### config.mk
export PLATFORM = sky130hd
export DESIGN_NAME = page_walker
export DESIGN_NICKNAME = d
export VERILOG_FILES = /design/src/rtl/pw_pkg.sv /design/src/rtl/pw_addr_calc.sv /design/src/rtl/pw_entry_update.sv /design/src/rtl/pw_result_calc.sv /design/src/rtl/page_walker.sv
export SDC_FILE = /design/constraint.sdc
export NUM_CORES = 1
export LEC_CHECK = 0
export CORE_MARGIN = 5
export CORE_UTILIZATION = 59
export CTS_CLUSTER_SIZE = 16
export DETAILED_ROUTE_END_ITERATION = 10
export DONT_BUFFER_PORTS = 1
export PLACE_DENSITY = 0.79
export SETUP_SLACK_MARGIN = 0.05
export SLEW_MARGIN = 20
export SYNTH_ARGS = -nofsm -noshare
export SYNTH_HDL_FRONTEND = slang
export SYNTH_HIERARCHICAL = 1
export SYNTH_SLANG_ARGS = --single-unit
### constraint.sdc
create_clock -name clk -period 3.38 [get_ports clk]
set_input_delay 0.676 -clock clk [delete_from_list [all_inputs] [get_ports clk]]
set_output_delay 0.676 -clock clk [all_outputs]
set_load 0.005 [all_outputs]
### src/rtl/pw_pkg.sv
package pw_pkg;
    localparam int ENT_W      = 32;
    localparam int VA_W       = 32;
    localparam int PA_W       = ENT_W + 4;
    localparam int LVL_W      = 2;
    localparam int LAST_LVL   = 3;
    localparam int REF_BIT    = 5;
    localparam int MOD_BIT    = 6;
    localparam int BOOT_OFS_W = 19;

    typedef enum logic [1:0] {
        ET_INVALID = 2'd0,
        ET_DESC    = 2'd1,
        ET_PAGE    = 2'd2,
        ET_RSVD    = 2'd3
    } ent_type_e;

    typedef enum logic [2:0] {
        FT_NONE    = 3'd0,
        FT_INVALID = 3'd1,
        FT_XLATE   = 3'd4
    } fault_e;

    typedef enum logic [1:0] {
        PS_4K   = 2'd0,
        PS_256K = 2'd1,
        PS_16M  = 2'd2
    } pg_size_e;

    typedef enum logic [1:0] {
        ST_IDLE,
        ST_READ,
        ST_WBACK
    } walk_state_e;

    typedef struct packed {
        fault_e              fault;
        logic [LVL_W-1:0]    level;
        logic [PA_W-1:0]     pa;
        pg_size_e            size;
        logic [ENT_W-1:0]    entry;
        logic                wr_ok;
    } walk_rsp_t;
endpackage

### src/rtl/pw_addr_calc.sv
module pw_addr_calc
    import pw_pkg::*;
#(
    parameter int CTX_W = 8
) (
    input  logic [LVL_W-1:0]  nxt_lvl,
    input  logic [31:0]       ctx_ptr,
    input  logic [CTX_W-1:0]  ctx_num,
    input  logic [ENT_W-3:0]  desc_hi,
    input  logic [VA_W-13:0]  vpn,
    output logic [PA_W-1:0]   addr
);
    logic [PA_W-1:0] tbl_base;
    logic [PA_W-1:0] tbl_idx;

    always_comb begin
        tbl_base = {desc_hi, 2'b00, 4'b0000};
        case (nxt_lvl)
            2'd1:    tbl_idx = PA_W'({vpn[19:12], 2'b00});
            2'd2:    tbl_idx = PA_W'({vpn[11:6], 2'b00});
            default: tbl_idx = PA_W'({vpn[5:0], 2'b00});
        endcase
        if (nxt_lvl == '0)
            addr = {ctx_ptr, 4'b0000} + PA_W'({ctx_num, 2'b00});
        else
            addr = tbl_base + tbl_idx;
    end
endmodule

### src/rtl/pw_entry_update.sv
module pw_entry_update
    import pw_pkg::*;
(
    input  logic [ENT_W-1:0] entry,
    input  logic             is_write,
    output logic             need_wb,
    output logic [ENT_W-1:0] new_entry
);
    always_comb begin
        need_wb   = !entry[REF_BIT] || (is_write && !entry[MOD_BIT]);
        new_entry = entry;
        new_entry[REF_BIT] = 1'b1;
        if (is_write)
            new_entry[MOD_BIT] = 1'b1;
    end
endmodule

### src/rtl/pw_result_calc.sv
module pw_result_calc
    import pw_pkg::*;
(
    input  logic [ENT_W-9:0]  ppn,
    input  logic [23:0]       va_lo,
    input  logic [LVL_W-1:0]  lvl,
    output logic [PA_W-1:0]   pa,
    output pg_size_e          size
);
    logic [23:0] ofs;

    always_comb begin
        case (lvl)
            2'd1: begin ofs = va_lo;                 size = PS_16M;  end
            2'd2: begin ofs = {6'b0, va_lo[17:0]};   size = PS_256K; end
            2'd3: begin ofs = {12'b0, va_lo[11:0]};  size = PS_4K;   end
            default: begin ofs = '0;                 size = PS_4K;   end
        endcase
        pa = {ppn, 12'b0} + PA_W'(ofs);
    end
endmodule

### src/rtl/page_walker.sv
module page_walker
    import pw_pkg::*;
#(
    parameter int CTX_W = 8
) (
    input  logic              clk,
    input  logic              rst,
    input  logic              req_valid,
    input  logic [VA_W-1:0]   req_va,
    input  logic              req_write,
    input  logic              req_fetch,
    input  logic              xlate_off,
    input  logic              boot_mode,
    input  logic [PA_W-1:0]   prom_base,
    input  logic [31:0]       ctx_ptr,
    input  logic [CTX_W-1:0]  ctx_num,
    output logic              busy,
    output logic              mem_req,
    output logic              mem_we,
    output logic [PA_W-1:0]   mem_addr,
    output logic [ENT_W-1:0]  mem_wdata,
    input  logic              mem_ack,
    input  logic [ENT_W-1:0]  mem_rdata,
    input  logic              mem_err,
    output logic              rsp_valid,
    output logic [2:0]        rsp_fault,
    output logic [LVL_W-1:0]  rsp_level,
    output logic [PA_W-1:0]   rsp_pa,
    output logic [1:0]        rsp_size,
    output logic [ENT_W-1:0]  rsp_entry,
    output logic              rsp_wr_ok
);
    walk_state_e       state_q;
    logic [VA_W-1:0]   va_q;
    logic              wr_q;
    logic [LVL_W-1:0]  lvl_q;
    logic [ENT_W-1:0]  ent_q;
    walk_rsp_t         rsp_q;

    logic [LVL_W-1:0]  nxt_lvl;
    logic [PA_W-1:0]   nxt_addr;
    logic              need_wb;
    logic [ENT_W-1:0]  upd_entry;
    logic [ENT_W-1:0]  fin_entry;
    logic [PA_W-1:0]   fin_pa;
    pg_size_e          fin_size;
    ent_type_e         rd_type;
    walk_rsp_t         byp_rsp;
    walk_rsp_t         ok_rsp;

    assign nxt_lvl   = (state_q == ST_IDLE) ? '0 : lvl_q + 1'b1;
    assign rd_type   = ent_type_e'(mem_rdata[1:0]);
    assign fin_entry = (state_q == ST_WBACK) ? ent_q : mem_rdata;

    pw_addr_calc #(.CTX_W(CTX_W)) u_addr (
        .nxt_lvl (nxt_lvl),
        .ctx_ptr (ctx_ptr),
        .ctx_num (ctx_num),
        .desc_hi (mem_rdata[ENT_W-1:2]),
        .vpn     (va_q[VA_W-1:12]),
        .addr    (nxt_addr)
    );

    pw_entry_update u_upd (
        .entry     (mem_rdata),
        .is_write  (wr_q),
        .need_wb   (need_wb),
        .new_entry (upd_entry)
    );

    pw_result_calc u_res (
        .ppn   (fin_entry[ENT_W-1:8]),
        .va_lo (va_q[23:0]),
        .lvl   (lvl_q),
        .pa    (fin_pa),
        .size  (fin_size)
    );

    always_comb begin
        byp_rsp       = '0;
        byp_rsp.fault = FT_NONE;
        byp_rsp.size  = PS_4K;
        byp_rsp.wr_ok = 1'b1;
        if (req_fetch && boot_mode)
            byp_rsp.pa = prom_base | PA_W'(req_va[BOOT_OFS_W-1:0]);
        else
            byp_rsp.pa = PA_W'(req_va);

        ok_rsp        = '0;
        ok_rsp.fault  = FT_NONE;
        ok_rsp.level  = lvl_q;
        ok_rsp.pa     = fin_pa;
        ok_rsp.size   = fin_size;
        ok_rsp.entry  = fin_entry;
        ok_rsp.wr_ok  = fin_entry[MOD_BIT];
    end

    function automatic walk_rsp_t fault_rsp(input fault_e ft, input logic [LVL_W-1:0] lv,
                                            input logic [ENT_W-1:0] ent);
        walk_rsp_t r;
        r       = '0;
        r.fault = ft;
        r.level = lv;
        r.size  = PS_4K;
        r.entry = ent;
        return r;
    endfunction

    always_ff @(posedge clk) begin
        if (rst) begin
            state_q   <= ST_IDLE;
            va_q      <= '0;
            wr_q      <= 1'b0;
            lvl_q     <= '0;
            ent_q     <= '0;
            mem_req   <= 1'b0;
            mem_we    <= 1'b0;
            mem_addr  <= '0;
            mem_wdata <= '0;
            rsp_valid <= 1'b0;
            rsp_q     <= '0;
        end else begin
            rsp_valid <= 1'b0;
            case (state_q)
                ST_IDLE: begin
                    if (req_valid) begin
                        if (xlate_off) begin
                            rsp_q     <= byp_rsp;
                            rsp_valid <= 1'b1;
                        end else begin
                            va_q     <= req_va;
                            wr_q     <= req_write;
                            lvl_q    <= '0;
                            mem_addr <= nxt_addr;
                            mem_we   <= 1'b0;
                            mem_req  <= 1'b1;
                            state_q  <= ST_READ;
                        end
                    end
                end
                ST_READ: begin
                    if (mem_ack) begin
                        if (mem_err) begin
                            rsp_q <= fault_rsp(FT_XLATE, lvl_q, '0);
                            rsp_valid <= 1'b1;
                            mem_req   <= 1'b0;
                            state_q   <= ST_IDLE;
                        end else begin
                            case (rd_type)
                                ET_DESC: begin
                                    if (lvl_q == LVL_W'(LAST_LVL)) begin
                                        rsp_q     <= fault_rsp(FT_XLATE, lvl_q, mem_rdata);
                                        rsp_valid <= 1'b1;
                                        mem_req   <= 1'b0;
                                        state_q   <= ST_IDLE;
                                    end else begin
                                        lvl_q    <= nxt_lvl;
                                        mem_addr <= nxt_addr;
                                    end
                                end
                                ET_PAGE: begin
                                    if (lvl_q == '0) begin
                                        rsp_q     <= fault_rsp(FT_XLATE, lvl_q, mem_rdata);
                                        rsp_valid <= 1'b1;
                                        mem_req   <= 1'b0;
                                        state_q   <= ST_IDLE;
                                    end else if (need_wb) begin
                                        ent_q     <= upd_entry;
                                        mem_wdata <= upd_entry;
                                        mem_we    <= 1'b1;
                                        state_q   <= ST_WBACK;
                                    end else begin
                                        rsp_q     <= ok_rsp;
                                        rsp_valid <= 1'b1;
                                        mem_req   <= 1'b0;
                                        state_q   <= ST_IDLE;
                                    end
                                end
                                ET_INVALID: begin
                                    rsp_q     <= fault_rsp(FT_INVALID, lvl_q, mem_rdata);
                                    rsp_valid <= 1'b1;
                                    mem_req   <= 1'b0;
                                    state_q   <= ST_IDLE;
                                end
                                default: begin
                                    rsp_q     <= fault_rsp(FT_XLATE, lvl_q, mem_rdata);
                                    rsp_valid <= 1'b1;
                                    mem_req   <= 1'b0;
                                    state_q   <= ST_IDLE;
                                end
                            endcase
                        end
                    end
                end
                ST_WBACK: begin
                    if (mem_ack) begin
                        rsp_q     <= ok_rsp;
                        rsp_valid <= 1'b1;
                        mem_req   <= 1'b0;
                        mem_we    <= 1'b0;
                        state_q   <= ST_IDLE;
                    end
                end
                default: state_q <= ST_IDLE;
            endcase
        end
    end

    assign busy      = (state_q != ST_IDLE);
    assign rsp_fault = rsp_q.fault;
    assign rsp_level = rsp_q.level;
    assign rsp_pa    = rsp_q.pa;
    assign rsp_size  = rsp_q.size;
    assign rsp_entry = rsp_q.entry;
    assign rsp_wr_ok = rsp_q.wr_ok;

    p_req_hold_r11: assert property (@(posedge clk) disable iff (rst)
        (mem_req && !mem_ack) |=> (mem_req && $stable(mem_addr) && $stable(mem_we)));

    p_req_busy_r10: assert property (@(posedge clk) disable iff (rst)
        mem_req |-> busy);

    p_rsp_idle_r10: assert property (@(posedge clk) disable iff (rst)
        rsp_valid |-> !busy);

    p_wb_ref_r6: assert property (@(posedge clk) disable iff (rst)
        (mem_req && mem_we) |-> mem_wdata[REF_BIT]);

    p_wb_mod_r6: assert property (@(posedge clk) disable iff (rst)
        (mem_req && mem_we && wr_q) |-> mem_wdata[MOD_BIT]);

    p_fault_nowr_r7: assert property (@(posedge clk) disable iff (rst)
        (rsp_valid && rsp_fault != 3'd0) |-> !rsp_wr_ok);

    p_wb_same_addr_r6: assert property (@(posedge clk) disable iff (rst)
        $rose(mem_we) |-> $stable(mem_addr));
endmodule

Word-level counts from Yosys, hierarchy flattened
Cells that the tools add are included.
W data, S select, Z words.

word-level totals
  flip-flop bits (word level) = 184
  latch bits = 0
  memory bits (writable) = 0
  memory bits (read-only) = 0
  word-level logic and storage cells = 134
  memories kept = 0

operators by class
  add/sub/neg operators = 4
  multiply operators = 0
  divide/modulo/power cells = 0
  order comparisons = 0
  eq/ne operators = 22
  shift operators = 0
  muxes and demuxes = 70
  bitwise gates (word level) = 4
  reduce and logical (&&, ||, !) cells = 19

operators with widths
  kind                  number
  $mux W76              8
  $pmux W76 S3          2
  $mux W36              8
  $add A36 B10 Y36      2
  $pmux W24 S3          1
  $pmux W36 S2          1
  $add A36 B24 Y36      1
  $or A36 B19 Y36       1
  $mux W32              1
  $mux W2               15
  $mux W1               24
  $reduce_and A7 Y1     3
  $ne A2 B2 Y1 const B  10
  $pmux W10 S2          1
  $pmux W2 S2           3
  $eq A2 B2 Y1 const B  5
  $pmux W1 S3           3
  $reduce_and A9 Y1     1
  $eq A2 B1 Y1 const B  4
  $logic_not A2 Y1      4
  $pmux W2 S3           1
  $reduce_and A6 Y1     1
  $ne A5 B5 Y1 const B  1
  $reduce_and A5 Y1     1
  11 further kinds      17

Logic depth before layout (Yosys ltp)
  depth after elaboration = 11
  mapped depth = 20
  depth with buffers taken out = 17

Modules after synthesis
The synthesis kept the hierarchy.

by module, submodules not included
  module           instances  cells each  area an instance (um^2)  seq. area each (um^2)
  page_walker      1          974         8779.7                   3663.5
  pw_addr_calc     1          301         2190.9                   0.0
  pw_result_calc   1          135         935.9                    0.0
  pw_entry_update  1          35          251.5                    0.0

Worst setup path before layout
OpenSTA, ideal clock, no wires.

  kind = register to register
  start point = register state_q[0]
  end point = register mem_addr[34]
  setup time = 0.121 ns
  data arrival time = 3.469 ns
  required time = 3.259 ns
  path slack = -0.210 ns
  stages on the path, launching flop included = 21
  period minus slack after synthesis = 3.590 ns
  cells stage by stage = dfxtp_1 -> inv_1 -> ha_1 -> clkbuf_1 -> nor2b_1 -> inv_1 -> ha_1 -> clkbuf_1 -> nor2_1 -> a21oi_1 -> ha_1 -> inv_1 -> fa_1 -> nand2b_1 -> a21oi_1 -> buf_2 -> nand4_1 -> mux2i_1 -> o211ai_1 -> nand2b_1 -> mux2i_1

on the way
  longest elaborated chain between the ends = 11
  elaborated cells on any way between the ends = 24

ends and longest elaborated chain
  what                                          RTL line            RTL
  start, declared                               page_walker.sv:33   walk_state_e state_q;
  start signal, assigned                        page_walker.sv:111  state_q <= ST_IDLE;
  start signal, assigned                        page_walker.sv:137  state_q <= ST_READ;
  start signal, assigned                        page_walker.sv:147  state_q <= ST_IDLE;
  $logic_not A2 Y1 (*)                          page_walker.sv:51   assign nxt_lvl = (state_q == ST_IDLE) ? '0 : lvl_q + 1'b1;
  $mux W2 (*)                                   page_walker.sv:51
  via nxt_lvl[1]                                page_walker.sv:40   logic [LVL_W-1:0] nxt_lvl;
  $eq A2 B2 Y1 or $eq A2 B1 Y1 (tied branches)  pw_addr_calc.sv:18  case (nxt_lvl)
  $pmux W10 S2                                  pw_addr_calc.sv:18
  $add A36 B10 Y36                              pw_addr_calc.sv:26  addr = tbl_base + tbl_idx;
  $mux W36 (*)                                  pw_addr_calc.sv:23  if (nxt_lvl == '0)
  via nxt_addr[34]                              page_walker.sv:41   logic [PA_W-1:0] nxt_addr;
  $mux W36                                      page_walker.sv:151  if (lvl_q == LVL_W'(LAST_LVL)) begin
  $mux W36                                      page_walker.sv:149  case (rd_type)
  $mux W36                                      page_walker.sv:143  if (mem_err) begin
  $mux W36                                      page_walker.sv:142  if (mem_ack) begin
  $pmux W36 S2 (*)                              page_walker.sv:124  case (state_q)
  end signal, assigned                          page_walker.sv:134  mem_addr <= nxt_addr;
  end signal, assigned                          page_walker.sv:158  mem_addr <= nxt_addr;
  end, declared                                 page_walker.sv:20   output logic [PA_W-1:0] mem_addr,

Mark *: on every way through the listed nets, which the timed path passes. The rest lies on a longest branch. The select of a mux whose other input is x is not followed.
A chain may end at the register's enable or synchronous reset.

Worst setup path in the final report
  start point = register lvl_q[1]
  end point = register mem_addr[32]

on the way
  longest elaborated chain between the ends = 11
  elaborated cells on any way between the ends = 18

ends and longest elaborated chain
  what                                          RTL line            RTL
  start, declared                               page_walker.sv:36   logic [LVL_W-1:0] lvl_q;
  start signal, assigned                        page_walker.sv:157  lvl_q <= nxt_lvl;
  $add A2 B1 Y2 (*)                             page_walker.sv:51
  $mux W2 (*)                                   page_walker.sv:51
  via nxt_lvl[1]                                page_walker.sv:40
  $eq A2 B2 Y1 or $eq A2 B1 Y1 (tied branches)  pw_addr_calc.sv:18
  $pmux W10 S2                                  pw_addr_calc.sv:18
  $add A36 B10 Y36                              pw_addr_calc.sv:26
  $mux W36 (*)                                  pw_addr_calc.sv:23
  via nxt_addr[32]                              page_walker.sv:41
  $mux W36                                      page_walker.sv:151
  $mux W36                                      page_walker.sv:149
  $mux W36                                      page_walker.sv:143
  $mux W36                                      page_walker.sv:142
  $pmux W36 S2 (*)                              page_walker.sv:124

Marked as above.

==> impl_results.md <==
* Hold_buf cts at 0
* Clock root buffer master: clkbuf_16
* Placed Area at ~0.012 sq mm
* Worst hold path stage count at 2
* Wirelength, routed at 36.4 mm
* Avg Cell Area, Syn at 8.41 sq um
* Synth warn at 6
* Most frequent cells in the layout: 181 x dfxtp_1, 177 x a21oi_1, 175 x nand2_1, 82 x nand2b_1, 74 x mux2i_1
* Post-synth EDFFs at 0
* H-tree Lvls at 4
* TritonCTS clock tree: done
* First-pass GRT wire length at 56.2 mm
* Critical Path End Type: flop
* Vias/cell at 6.48
* Gr ovfl total at 0
* Final setup violation count at 0
* Post-DP HPWL at about 26 mm
* Worst Max-Slew Pin Slew at 897 ps
* DRC at 0
* CP Max Fanout at 7
* Ys flop type: dfxtp_1
* Data arrival time of the critical path at 3570 ps
* Worst R2R Start: lvl_q[1]
* Core area at between 0.02 and 0.025 sq mm
* Multiplexer share of the synthesized area at between 8 and 9%
* Peak VDD IR at 0.314 mV
* Lkg Pwr at about 4.5 nW
* GPL Wtd Cong at 0.899
* I/O pin count at around 300
* Post-Synth Adder-Cell Area at slightly above 4%
* Sequential share of power at around 45%
* Fmax at around 0.3 GHz
* Vias in the first global route at approximately 9,900
* TritonCTS buffer count at 17
* Simple-Gate Fraction of Synth Area at a little over a fifth
* Power per cell area at ~420 mW/mm^2
* Clock share of power at between 30% and 40%
* Psw at between 1.5 and 2 mW
* Die area at approximately 0.024 sq mm
* Layout cells sized above 1 at about 16%
* WHS at approximately 360 ps
* Hold Path Sink: va_q[9]
* Initial antenna violation count at 0
* Gate power share at between 10% and 20%
* Compound-cell area share of the yosys netlist at between 20% and 30%
* # rows at 52
* Commonest non-fill, non-tap cell in the layout: dfxtp_1
* Fill cells at roughly 1,700
* Int Pwr at about 3.7 mW
* Max-cap violations at 0
* Initial Util at 60.1%
* Worst Clk Skew at approximately 18 ps
* Slew Viols, Final at 0
* Switch share at 30.3%
* Worst Path Required at roughly 3700 ps
* Post-DRT Antenna Nets at 0
* Drt wl/cell at around 22 microns
* Setup repair after global routing missed its margin: true
* Layout Nets at about 1,500
* Clk_lat worst skew at ~440 ps
* Final Hold Viols at 0
* Worst-path clk slew at 80 ps
* Worst Hold Class: primary input to flop
* Distinct cells, synth at between 70 and 80
* Design Area, Final at 0.0127 sq mm
* Worst Hold Launch: req_va[9]
* Cells on worst reg2reg path at 18
* DR vias at around 11,000
* Die Span X at approximately 150 microns
* Sequential fraction of the synthesis area at around 30%
* Gate Count Post-Synth at between 1,000 and 1,500
* Synth Cell Area at ~0.012 sq mm
* CP Launch Type: flop
* P&R area growth vs syn at 4.74%
* Pin count of the biggest net entering global routing at roughly 220
* GRT Overall Usage at roughly 29%
* Number of port buffers at 0
* DR iter-0 viols at between 800 and 900
* Relative slew slack at between 30% and 40%
* XOR/XNOR Fraction of Synth Area at between 5 and 6%
* Die height at around 150 microns
* Critical path type: flop to flop
* Async S/R FF share, synth at 0%
* Clock buffer depth at 2
* Post-layout min period at roughly 3300 ps
* Largest family of logic cells by synthesized area: compound AO/OA/AOI/OAI gates
* # clock sinks at approximately 180
* Period utilisation layout at a little over nine tenths
* Status: completed
* RR Endpoint: mem_addr[32]
* Seq cells post-synth at approximately 180
* Flop2flop setup slack at a little over 100 ps
* Diode count at 0
* DRT Pass-1 Iters at 5
[worst max path at each step]
stage	from	end	slack (ps)	cells past startpoint
CTS	state_q[0]	mem_addr[28]	70	18
detailed placement	state_q[0]	mem_addr[28]	-60	18
finish	lvl_q[1]	mem_addr[32]	100	18
global route	state_q[0]	mem_addr[34]	-10	18
global placement	lvl_q[0]	mem_addr[32]	100	18
floorplan	state_q[0]	mem_addr[34]	60	20
[sequential cells by signal (all words and copies together), names as in the netlist, 2 cells and up]
name and cells:
rsp_fault 2, mem_addr 36, rsp_pa 36, rsp_size 2, rsp_level 2, va_q 32, ent_q 32, rsp_entry 32
lvl_q 2, state_q 2
[synth_stat cells, drive strengths merged, types with 4 or more instances]
cell type  number  area [sq um]
dfxtp         183          3660
a21oi         181           906
nand2         175           657
buf            99           712
nand2b         84           533
mux2i          74           741
a211oi         68           771
clkbuf         50           189
nor2           45           188
o21ai          40           208
xor2           40           350
nand4          38           250
a22oi          35           263
ha             35           438
nand3          32           160
xnor2          32           280
inv            26          97.6
mux2           26           297
a31oi          23           174
and2           21           131
nor2b          21           134
and3           19           119
a2bb2oi        13           114
nor3            9          50.1
nor4            8          90.1
a32o            7          70.1
and4            7          61.3
o211ai          5          42.5
a21o            4          30.0
or2             4          25.0
[worst max-delay path, cell delays in order (launching register included)]
cell and delay, ps:
dfxtp_2 340, inv_2 40, ha_4 240, nor2b_4 180, inv_2 80, ha_4 310
nor2_4 40, a21oi_2 160, ha_2 210, inv_2 40, fa_2 360, nand2b_4 170
a21oi_4 230, buf_12 160, nand4_1 110, mux2i_1 230, o211ai_1 110, nand2b_1 90
mux2i_1 60
[logic make-up (layout without fill, tap and decap cells)]
| logic type | after synthesis | count (layout) |
|---|---|---|
| compound gates | 396 | 396 |
| xor+xnor | 72 | 72 |
| other cells | 3 | 4 |
| mux | 100 | 100 |
| fa+ha+maj | 38 | 38 |
| simple gates | 478 | 478 |
| flops | 183 | 183 |
| buf+inv | 175 | 96 |
[final cells by class]
| type | instances | area [sq um] | share of cell area (%) |
|---|---|---|---|
| Tap cell | 270 | 338 | 2.65 |
| Multi-Input combinational cell | 1088 | 7690 | 60.4 |
| Sequential cell | 183 | 3670 | 28.8 |
| Inverter | 26 | 97.6 | 0.766 |
| Clock inverter | 15 | 183 | 1.43 |
| Timing Repair Buffer | 38 | 337 | 2.64 |
| Clock buffer | 17 | 425 | 3.34 |
[layer usage]
layer | vias to the layer above | part of all wire (%) | global-route usage [%]
met1 | 5076 | 42 | 39.3
li1 | 4941 | - | -
met4 | 0 | 1.7 | 6.81
met2 | 555 | 45 | 45.4
met3 | 40 | 11 | 8.46
met5 | - | 0 | 0
[power groups by stage]
stage	registers [mW]	logic (mW)	clock network (mW)
after floorplan	2.41	0.779	0
after global placement	2.46	0.825	0
after detailed placement	2.46	0.848	0
after CTS	2.41	0.854	2.10
after global routing	2.43	0.963	2.21
final	2.41	0.886	2.07
[through the flow]
stage | setup WS, ps | std cells | power [mW] | utilization (%) | setup TNS (ps)
after global placement | 98.3 | 1599 | 3.28 | 58.8 | 0
final | 101 | 1637 | 5.37 | 62.9 | 0
after CTS | 73.1 | 1631 | 5.37 | 61.9 | 0
after global routing | -10.3 | 1637 | 5.60 | 62.9 | -10.3
after detailed placement | -59.0 | 1599 | 3.31 | 58.8 | -298
after floorplan | 59.0 | 1446 | 3.19 | - | 0
[repair_timing]
item | CTS | global route
resized for setup | 3 | 36
gates cloned | 0 | 1
setup endpoints to repair | 12 | 38
pin swaps | 0 | 11
setup buffers | 0 | 5
hold endpoints to repair | 0 | 0
Note: power is estimated with default switching activity, not from simulation.
